[src/rtl/prog_link_pkg.sv]
package prog_link_pkg;
  localparam int DATA_W  = 21;
  localparam int ADDR_W  = 3;
  localparam int WORD_W  = DATA_W + ADDR_W;
  localparam int PIN_CLK = 0;
  localparam int PIN_DAT = 1;

  typedef enum logic [1:0] {
    ST_HUNT  = 2'd0,
    ST_ARMED = 2'd1,
    ST_SHIFT = 2'd2
  } link_st_t;

  typedef struct packed {
    logic [3:0] idx;
    logic [6:0] nval;
    logic [2:0] mux;
    logic [6:0] mval;
  } freq_word_t;

  function automatic logic addr_defined(input logic [ADDR_W-1:0] a);
    return (a != 3'b101) && (a != 3'b111);
  endfunction
endpackage

[src/rtl/pin_sync.sv]
module pin_sync #(
  parameter int W = 2
) (
  input  logic         clk,
  input  logic         rst_n,
  input  logic [W-1:0] pin_in,
  output logic [W-1:0] lvl,
  output logic [W-1:0] chg
);
  for (genvar i = 0; i < W; i++) begin : g_pin
    logic s1_q, s2_q, s3_q;
    always_ff @(posedge clk or negedge rst_n) begin
      if (!rst_n) begin
        s1_q <= 1'b0;
        s2_q <= 1'b0;
        s3_q <= 1'b0;
      end else begin
        s1_q <= pin_in[i];
        s2_q <= s1_q;
        s3_q <= s2_q;
      end
    end
    assign lvl[i] = s2_q;
    assign chg[i] = s2_q ^ s3_q;
  end
endmodule

[src/rtl/quiet_watchdog.sv]
module quiet_watchdog #(
  parameter int WD_CYCLES = 400000
) (
  input  logic clk,
  input  logic rst_n,
  input  logic any_chg,
  output logic fire,
  output logic active
);
  localparam int CW = $clog2(WD_CYCLES + 1);
  localparam logic [CW-1:0] LIMIT = CW'(WD_CYCLES);

  logic [CW-1:0] cnt_q, cnt_n;

  always_comb begin
    cnt_n = cnt_q;
    if (any_chg)
      cnt_n = '0;
    else if (cnt_q != LIMIT)
      cnt_n = cnt_q + CW'(1);
  end

  always_ff @(posedge clk or negedge rst_n) begin
    if (!rst_n) cnt_q <= LIMIT;
    else        cnt_q <= cnt_n;
  end

  assign fire   = !any_chg && (cnt_q == LIMIT - CW'(1));
  assign active = (cnt_q != LIMIT);

  a_r10_change_arms: assert property (@(posedge clk) disable iff (!rst_n)
    any_chg |=> active);
  a_r10_fire_clears: assert property (@(posedge clk) disable iff (!rst_n)
    fire |=> !active);
endmodule

[src/rtl/link_decoder.sv]
module link_decoder
  import prog_link_pkg::*;
#(
  parameter int PRE_MIN = 5
) (
  input  logic              clk,
  input  logic              rst_n,
  input  logic [1:0]        pin_lvl,
  input  logic              clk_chg,
  input  logic              pwr_down,
  input  logic              wd_fire,
  output logic              wr_stb,
  output logic [ADDR_W-1:0] wr_addr,
  output freq_word_t        wr_data,
  output logic              err_pulse
);
  localparam int OW = $clog2(PRE_MIN + 1);
  localparam int BW = $clog2(WORD_W + 1);
  localparam logic [OW-1:0] ONES_MAX = OW'(PRE_MIN);
  localparam logic [BW-1:0] FULL     = BW'(WORD_W);

  link_st_t          st_q, st_n;
  logic [OW-1:0]     ones_q, ones_n;
  logic [BW-1:0]     cnt_q, cnt_n;
  logic [WORD_W-1:0] sh_q, sh_n;
  logic              fall_q, fall_n;
  logic              stb_q, stb_n, err_q, err_n;
  logic [ADDR_W-1:0] addr_q, addr_n;
  freq_word_t        data_q, data_n;

  logic dat, rise, fall, pair_bit, pair_stop;
  assign dat       = pin_lvl[PIN_DAT];
  assign rise      = clk_chg & pin_lvl[PIN_CLK];
  assign fall      = clk_chg & ~pin_lvl[PIN_CLK];
  assign pair_bit  = fall_q != dat;
  assign pair_stop = fall_q & dat;

  always_comb begin
    st_n   = st_q;
    ones_n = ones_q;
    cnt_n  = cnt_q;
    sh_n   = sh_q;
    fall_n = fall_q;
    stb_n  = 1'b0;
    err_n  = 1'b0;
    addr_n = addr_q;
    data_n = data_q;
    if (pwr_down || wd_fire) begin
      st_n   = ST_HUNT;
      ones_n = '0;
    end else begin
      case (st_q)
        ST_HUNT: begin
          if (rise) begin
            if (dat) begin
              if (ones_q != ONES_MAX) ones_n = ones_q + OW'(1);
            end else begin
              if (ones_q == ONES_MAX) st_n = ST_ARMED;
              ones_n = '0;
            end
          end
        end
        ST_ARMED: begin
          if (fall) fall_n = dat;
          if (rise) begin
            if (pair_bit && !dat) begin
              st_n  = ST_SHIFT;
              cnt_n = '0;
            end else begin
              err_n = 1'b1;
              st_n  = ST_HUNT;
            end
          end
        end
        ST_SHIFT: begin
          if (fall) fall_n = dat;
          if (rise) begin
            if (pair_bit) begin
              if (cnt_q == FULL) begin
                err_n = 1'b1;
                st_n  = ST_HUNT;
              end else begin
                sh_n  = {sh_q[WORD_W-2:0], dat};
                cnt_n = cnt_q + BW'(1);
              end
            end else if (pair_stop) begin
              st_n = ST_HUNT;
              if (cnt_q == FULL && addr_defined(sh_q[ADDR_W-1:0])) begin
                stb_n  = 1'b1;
                addr_n = sh_q[ADDR_W-1:0];
                data_n = freq_word_t'(sh_q[WORD_W-1:ADDR_W]);
              end else begin
                err_n = 1'b1;
              end
            end else begin
              err_n = 1'b1;
              st_n  = ST_HUNT;
            end
          end
        end
        default: st_n = ST_HUNT;
      endcase
    end
  end

  always_ff @(posedge clk or negedge rst_n) begin
    if (!rst_n) begin
      st_q   <= ST_HUNT;
      ones_q <= '0;
      cnt_q  <= '0;
      sh_q   <= '0;
      fall_q <= 1'b0;
      stb_q  <= 1'b0;
      err_q  <= 1'b0;
      addr_q <= '0;
      data_q <= '0;
    end else begin
      st_q   <= st_n;
      ones_q <= ones_n;
      cnt_q  <= cnt_n;
      sh_q   <= sh_n;
      fall_q <= fall_n;
      stb_q  <= stb_n;
      err_q  <= err_n;
      addr_q <= addr_n;
      data_q <= data_n;
    end
  end

  assign wr_stb    = stb_q;
  assign err_pulse = err_q;
  assign wr_addr   = addr_q;
  assign wr_data   = data_q;

  a_r12_exclusive: assert property (@(posedge clk) disable iff (!rst_n)
    !(wr_stb && err_pulse));
  a_r12_stb_single: assert property (@(posedge clk) disable iff (!rst_n)
    wr_stb |=> !wr_stb);
  a_r12_err_single: assert property (@(posedge clk) disable iff (!rst_n)
    err_pulse |=> !err_pulse);
  a_r7_defined_addr: assert property (@(posedge clk) disable iff (!rst_n)
    wr_stb |-> addr_defined(wr_addr));
  a_r9_pd_blocks: assert property (@(posedge clk) disable iff (!rst_n)
    pwr_down |=> !wr_stb && !err_pulse);
  a_r8_wd_locks: assert property (@(posedge clk) disable iff (!rst_n)
    wd_fire |=> st_q == ST_HUNT);
  a_r6_count_bound: assert property (@(posedge clk) disable iff (!rst_n)
    st_q == ST_SHIFT |-> cnt_q <= FULL);
endmodule

[src/rtl/prog_link_port.sv]
module prog_link_port
  import prog_link_pkg::*;
#(
  parameter int PRE_MIN   = 5,
  parameter int WD_CYCLES = 400000
) (
  input  logic        clk,
  input  logic        rst_n,
  input  logic        link_clk,
  input  logic        link_dat,
  input  logic        pwr_down,
  output logic        wr_stb,
  output logic [2:0]  wr_addr,
  output logic [20:0] wr_data,
  output logic        err_pulse,
  output logic        prog_active
);
  logic [1:0] pin_lvl, pin_chg;
  logic       wd_fire;
  freq_word_t word;

  pin_sync #(.W(2)) u_sync (
    .clk    (clk),
    .rst_n  (rst_n),
    .pin_in ({link_dat, link_clk}),
    .lvl    (pin_lvl),
    .chg    (pin_chg)
  );

  quiet_watchdog #(.WD_CYCLES(WD_CYCLES)) u_wd (
    .clk     (clk),
    .rst_n   (rst_n),
    .any_chg (|pin_chg),
    .fire    (wd_fire),
    .active  (prog_active)
  );

  link_decoder #(.PRE_MIN(PRE_MIN)) u_dec (
    .clk       (clk),
    .rst_n     (rst_n),
    .pin_lvl   (pin_lvl),
    .clk_chg   (pin_chg[PIN_CLK]),
    .pwr_down  (pwr_down),
    .wd_fire   (wd_fire),
    .wr_stb    (wr_stb),
    .wr_addr   (wr_addr),
    .wr_data   (word),
    .err_pulse (err_pulse)
  );

  assign wr_data = word;
endmodule

[config.mk]
export PLATFORM = sky130hd
export DESIGN_NAME = prog_link_port
export DESIGN_NICKNAME = d
export VERILOG_FILES = /design/src/rtl/prog_link_pkg.sv /design/src/rtl/pin_sync.sv /design/src/rtl/quiet_watchdog.sv /design/src/rtl/link_decoder.sv /design/src/rtl/prog_link_port.sv
export SDC_FILE = /design/constraint.sdc
export NUM_CORES = 1
export LEC_CHECK = 0
export BUFFER_PORTS_ARGS = -buffer_cell sky130_fd_sc_hd__buf_4
export CAP_MARGIN = 20
export CORE_MARGIN = 8
export CORE_UTILIZATION = 28
export CTS_CLUSTER_SIZE = 12
export DETAILED_ROUTE_END_ITERATION = 7
export HOLD_SLACK_MARGIN = 0.08
export PLACE_DENSITY = 0.44
export SYNTH_ARGS = -nofsm -noshare
export SYNTH_HDL_FRONTEND = slang
export SYNTH_SLANG_ARGS = --single-unit
[constraint.sdc]
create_clock -name clk -period 2.76 [get_ports clk]
set_input_delay 0.138 -clock clk [delete_from_list [all_inputs] [get_ports clk]]
set_output_delay 0.138 -clock clk [all_outputs]
set_load 0.005 [all_outputs]
# == Word level (Yosys, flattened, before mapping) ==
# Index checks and enable logic that the tools add are counted.
# classes
addsub,3
multipliers,0
n_div,0
order_cmp,0
n_eq_ne,22
shift,0
muxes,38
n_bitwise,9
reduce_logical,20
# ops
operator,n
$mux 19,2
$mux 5,5
$add 19x1->19 const B,1
$eq 19x19->1 const B,1
$ne 19x19->1 const B,1
$mux 2,9
$mux 3,5
$ne 3x1->1 const B,5
$mux 1,14
$reduce_and 6->1,2
$pmux 5 s2,1
$ne 3x3->1 const B,3
$ne 2x1->1 const B,4
$reduce_bool 2->1,4
$reduce_and 7->1,1
$pmux 2 s3,1
$reduce_and 3->1,2
$add 5x1->5 const B,1
$eq 5x5->1 const B,1
$reduce_and 5->1,1
$logic_and 1x1->1,4
$ne 4x4->1 const B,1
$not 1->1,4
$reduce_or 2->1,2
13 further kinds,17
# totals
ff_bits,86
latchBits,0
ram_bits,0
mem_bits_ro,0
input_bits,5
out_inout_bits,27
memories,0

# == Depth between registers and ports, before layout ==
# logic_depth
depth_word,9
ltp_mapped,8

# == Cells and area by module ==
# Synthesis repeated with hierarchy kept, for this count alone.
# hier_totals
hier_cells,321
area_unflattened_um2,3937.5
# modules_own_cells
mod,instances,cells_per_inst,area_each_um2,seq_area_each_um2
link_decoder,1,193,2661.3,1526.5
quiet_watchdog,1,117,1087.3,483.0
pin_sync,1,10,182.7,150.1
prog_link_port,1,1,6.3,0.0

# == Least setup slack after synthesis ==
# No wires, ideal clock.
# synth_timing
kind,reg2reg
from,register u_wd.cnt_q[11]
to,"register u_dec.addr_q[2], in the netlist u_dec.wr_addr[2]"
setup_time_ns,0.125
arrival_ns,2.086
slack_ns,0.549
path_stages_with_launch,7
n_path_buf,1
synth_period_minus_slack_ns,2.211
cell_sequence,dfstp_2 and4b_1 nand4_2 or4_4 nand4_4 buf_12 mux2_4
# synth_via
elab_chain_len,5
# synth_lines
element,line,rtl
from (decl),quiet_watchdog.sv:13,"logic [CW-1:0] cnt_q, cnt_n;"
from (signal assigned),quiet_watchdog.sv:25,else cnt_q <= cnt_n;
$eq 19x19->1,quiet_watchdog.sv:28,assign fire = !any_chg && (cnt_q == LIMIT - CW'(1));
$logic_and 1x1->1,quiet_watchdog.sv:28,
$logic_or 1x1->1,link_decoder.sv:48,if (pwr_down || wd_fire) begin
$not 1->1 (no source line),--,
$reduce_and 6->1 (no source line),--,
to (signal assigned),link_decoder.sv:125,addr_q <= addr_n;
to (decl),link_decoder.sv:28,"logic [ADDR_W-1:0] addr_q, addr_n;"
# No other way between the ends.
# A chain may end at the register's enable or synchronous reset.

# == Final worst setup path ==
# layout_timing
from,register u_wd.cnt_q[15]
to,register u_dec.sh_q[7]
# layout_via
elab_chain_len,5
# layout_lines
element,line,rtl
$eq 19x19->1,quiet_watchdog.sv:28,
$logic_and 1x1->1,quiet_watchdog.sv:28,
$logic_or 1x1->1,link_decoder.sv:48,
$not 1->1 (no source line),--,
$reduce_and 5->1 (no source line),--,
to (signal assigned),link_decoder.sv:121,sh_q <= sh_n;
to (decl),link_decoder.sv:25,"logic [WORD_W-1:0] sh_q, sh_n;"
# No other way between the ends.

==> impl_results.rst <==
.. list-table::
   :header-rows: 1

   * - Metric
     - Value
   * - Run status
     - completed
   * - Relative max-transition margin
     - 0.643
   * - Gates resized, CTS repair
     - 0
   * - Effective utilization at floorplan
     - 0.282
   * - Area Growth Syn to Fin
     - 20.0%
   * - Post-CTS Hold Buffers
     - 3
   * - WL final
     - between 7000 and 8000 um
   * - Most common cell after layout, fill and taps aside
     - sky130_fd_sc_hd__dfrtp_1
   * - Maximum number of pins on one net before global-route repair
     - 50
   * - Max-capacitance violation count
     - 0
   * - Clk_skew
     - 0.00615 ns
   * - Initial DRT Pass Iterations
     - 4
   * - Multiplexer area fraction after synthesis
     - 0.176
   * - Die extent in y
     - about 140 um
   * - Worst Max-Slew Pin Slew
     - 0.533 ns
   * - Cells after synthesis
     - 309
   * - Antenna violations before repair
     - 0
   * - Post-synth EDFFs
     - 0
   * - Flops & latches, synth
     - 86
   * - Vias in the first global route
     - 2470
   * - Combined area of all synthesized cells
     - 0.00403 sq mm
   * - Critical path data arrival time
     - 2.69 ns
   * - TritonCTS clock tree
     - done
   * - Detail Placement HPWL
     - about 5300 um
   * - Residual DRC
     - 0
   * - Proportion of layout cells with a drive suffix above 1
     - 0.330
   * - Synthesized-area fraction occupied by and/or/nand/nor cells
     - 0.134
   * - Post-synth net total
     - 327
   * - Clock sink count
     - 86
   * - Xor and xnor area share after synthesis
     - 0.0348
   * - Cell type group with the largest total delay on the critical path
     - simple AND/OR/NAND/NOR gates
   * - Number of design-rule violations left by the first detailed-router iteration
     - 139
   * - Largest incremental delay on the critical path
     - 0.62 ns
   * - Post-route core utilization
     - 0.338
   * - Most frequent cells in the layout
     - sky130_fd_sc_hd__dfrtp_1 (80), sky130_fd_sc_hd__mux2_4 (39), sky130_fd_sc_hd__buf_4 (38)
   * - Setup-violating endpoint count in the final report
     - 0
   * - Minimum clock period after layout
     - 2.47 ns
   * - Type of the setup path with the least slack
     - flop to flop
   * - Compound-gate portion of the synthesized area
     - 0.0388
   * - Layout net count
     - 372
   * - CTS clock-pin slew for the worst setup and hold paths
     - 0.06 ns
   * - Final total negative setup slack
     - 0 ns
   * - Post-synth ARST share
     - 1.00
   * - Std-Cell Rows
     - 44
   * - Max Clk Rate
     - 405 MHz
   * - Leading register cell type out of synthesis
     - sky130_fd_sc_hd__dfrtp_1
   * - CP cell instances
     - nor4b_4 > nand4_2 > or4_4 > nand4_4 > buf_4 > mux2_4
   * - Flop-to-flop setup slack
     - 0.29 ns
   * - Ratio of final minimum period to clock period
     - 0.894
   * - Leakage Power
     - 0.00231 uW
   * - VDD IR-drop max
     - 0.246 mV
   * - Clock latency reported for the late side of the worst-skew pair
     - between 0.3 and 0.4 ns
   * - Global routing usage summed across all routing layers
     - 0.0882
   * - Core Box Area
     - 0.0143 sq mm
   * - Area of the die
     - 0.0185 sq mm
   * - Routed length per placed instance
     - 14.1 um
   * - Ys Warns
     - 0
   * - Die W
     - ~140 um
   * - Number of I/O port buffers
     - 31
   * - Number of buffers between clock root and the deepest sink
     - 2
   * - Number of buffers created by CTS
     - 9
   * - Combinational family with the most area after synthesis
     - multiplexers
   * - Buf/Inv on CP
     - 1
   * - Share of the synthesized area in the top cell type
     - 0.497
   * - Antenna diode instance count
     - 0
   * - Largest area contributor in the netlist
     - sky130_fd_sc_hd__dfrtp_1
   * - Peak fanout along the critical path
     - 13
   * - Number of distinct library cell variants in the gate-level netlist after synthesis
     - 39
   * - Placer Congestion
     - 0.728
   * - Clock root buffer
     - sky130_fd_sc_hd__clkbuf_16
   * - Post-synthesis share of cell area spent on full adders, half adders and majority gates
     - 0.0403
   * - Final hold violations
     - 0
   * - Power per unit of standard cell area
     - 542 mW/mm^2
   * - CP startpoint kind
     - flop
   * - Synthesized area per cell
     - 13.0 sq um
   * - Wire length of the first global-routing pass
     - about 13000 um
   * - Antenna viol nets, final
     - 0
   * - H-tree Lvls
     - 3
   * - Remaining global-route overflow
     - 0
   * - Type of element capturing the critical path
     - flop
   * - Mean number of vias per cell
     - roughly 4.5
   * - Post-CTS Setup Bufs
     - 0
   * - Sequential share of the synthesized area
     - 0.536
   * - Cell types with the largest area share after synthesis
     - sky130_fd_sc_hd__dfrtp_1 (50%), sky130_fd_sc_hd__mux2_4 (15%), sky130_fd_sc_hd__ha_1 (4.0%), sky130_fd_sc_hd__dfstp_2 (3.9%), sky130_fd_sc_hd__xor2_1 (2.8%)
   * - Io pins
     - 32
   * - Crit path max-delay cell type
     - sky130_fd_sc_hd__or4_4
   * - Max Slew Vio Count
     - 0
   * - Unrepaired setup endpoints after global routing
     - false
   * - Via total after detailed routing
     - 2430
   * - Classification of the worst-slack hold path
     - input pin to flop
   * - Filler cell count in the final layout
     - 1422
   * - Critical Path RT
     - 2.98 ns
-- power by group --
part / switching [uW] / total (uW) / internal [uW]
Clock: 482 / 1270 / 787
Combinational: 54.9 / 79.3 / 24.4
Sequential: 6.53 / 1280 / 1270
-- cell usage after synthesis, types with 4 or more instances --
cell type	number
sky130_fd_sc_hd__xor2_1	13
sky130_fd_sc_hd__mux2_2	10
sky130_fd_sc_hd__a21oi_1	10
sky130_fd_sc_hd__nand2b_1	5
sky130_fd_sc_hd__clkbuf_1	5
sky130_fd_sc_hd__nand3b_1	5
sky130_fd_sc_hd__o21ai_0	11
sky130_fd_sc_hd__nand2_1	10
sky130_fd_sc_hd__nand4_1	8
sky130_fd_sc_hd__nor2_1	25
sky130_fd_sc_hd__mux2_4	39
sky130_fd_sc_hd__nand3_1	13
sky130_fd_sc_hd__dfrtp_1	80
sky130_fd_sc_hd__buf_12	4
sky130_fd_sc_hd__nor3_1	6
sky130_fd_sc_hd__ha_1	13
sky130_fd_sc_hd__inv_1	16
sky130_fd_sc_hd__dfstp_2	6
-- registers in the layout (all words and copies together) (netlist names) --
| name | flops |
|---|---|
| u_dec.cnt_q | 5 |
| u_dec.err_pulse | 1 |
| u_dec.fall_q | 1 |
| u_dec.ones_q | 3 |
| u_dec.sh_q | 24 |
| u_dec.st_q | 2 |
| u_dec.wr_addr | 3 |
| u_dec.wr_data | 21 |
| u_dec.wr_stb | 1 |
| u_sync.g_pin.s1_q | 2 |
| u_sync.g_pin.s2_q | 2 |
| u_sync.g_pin.s3_q | 2 |
| u_wd.cnt_q | 19 |
-- through the flow --
stage / worst slack, ns / hold WS, ns / instances / total power [uW] / area [sq um]
2_1_floorplan: 0.549 / -0.158 / 309 / 1330 / 4030
3_3_place_gp: 0.311 / 0.153 / 524 / 1380 / 4500
3_5_place_dp: 0.288 / 0.156 / 524 / 1380 / 4500
4_1_cts: 0.266 / 0.197 / 542 / 2670 / 4840
5_1_grt: 0.183 / 0.224 / 542 / 2740 / 4840
6_report: 0.292 / 0.215 / 542 / 2620 / 4840
-- area by class of cell --
type                    count  area (sq um)  area share
clock inverters             4          72.6      0.0150
well taps                 184           230      0.0476
repair buffers             44           375      0.0776
clock buffers              11           233      0.0481
inverters                  16          60.1      0.0124
multi-input cells         197          1710       0.353
flip-flops and latches     86          2160       0.446
-- kinds of logic after synthesis --
kind of cell    count (synthesis)
simple gates                   91
flops                          86
compound gates                 27
buf+inv                        26
fa+ha+maj                      13
mux                            50
xor+xnor                       16
-- worst reg2reg max path: cells and delay by family, from the launching register on --
| kind | cells | cell delay [ns] |
|---|---|---|
| buffers and inverters | 1 | 0.22 |
| DFF | 1 | 0.44 |
| muxes | 1 | 0.30 |
| and+or+nand+nor | 4 | 1.40 |
-- layer usage --
metal	routed length (um)	vias to the layer above	global-route usage	share of wire
li1	-	1170	-	-
met1	3640	1202	0.113	0.48
met2	3380	45	0.128	0.44
met3	409	13	0.0259	0.054
met4	186	0	0.0531	0.024
met5	0	-	0	0
-- final timing paths --
kind                            depth (start not counted)                 start                   end
worst min-delay path                                    4              pwr_down          u_dec.fall_q
max in group asynchronous                               3                 rst_n        u_wd.cnt_q[11]
worst max-delay path                                    6        u_wd.cnt_q[15]         u_dec.sh_q[7]
worst min register to register                          0  u_sync.g_pin[1].s1_q  u_sync.g_pin[1].s2_q
worst max register to register                          6        u_wd.cnt_q[15]         u_dec.sh_q[7]
min in group asynchronous                               2                 rst_n      u_dec.wr_addr[2]
Power figures use the tool's default switching activity.
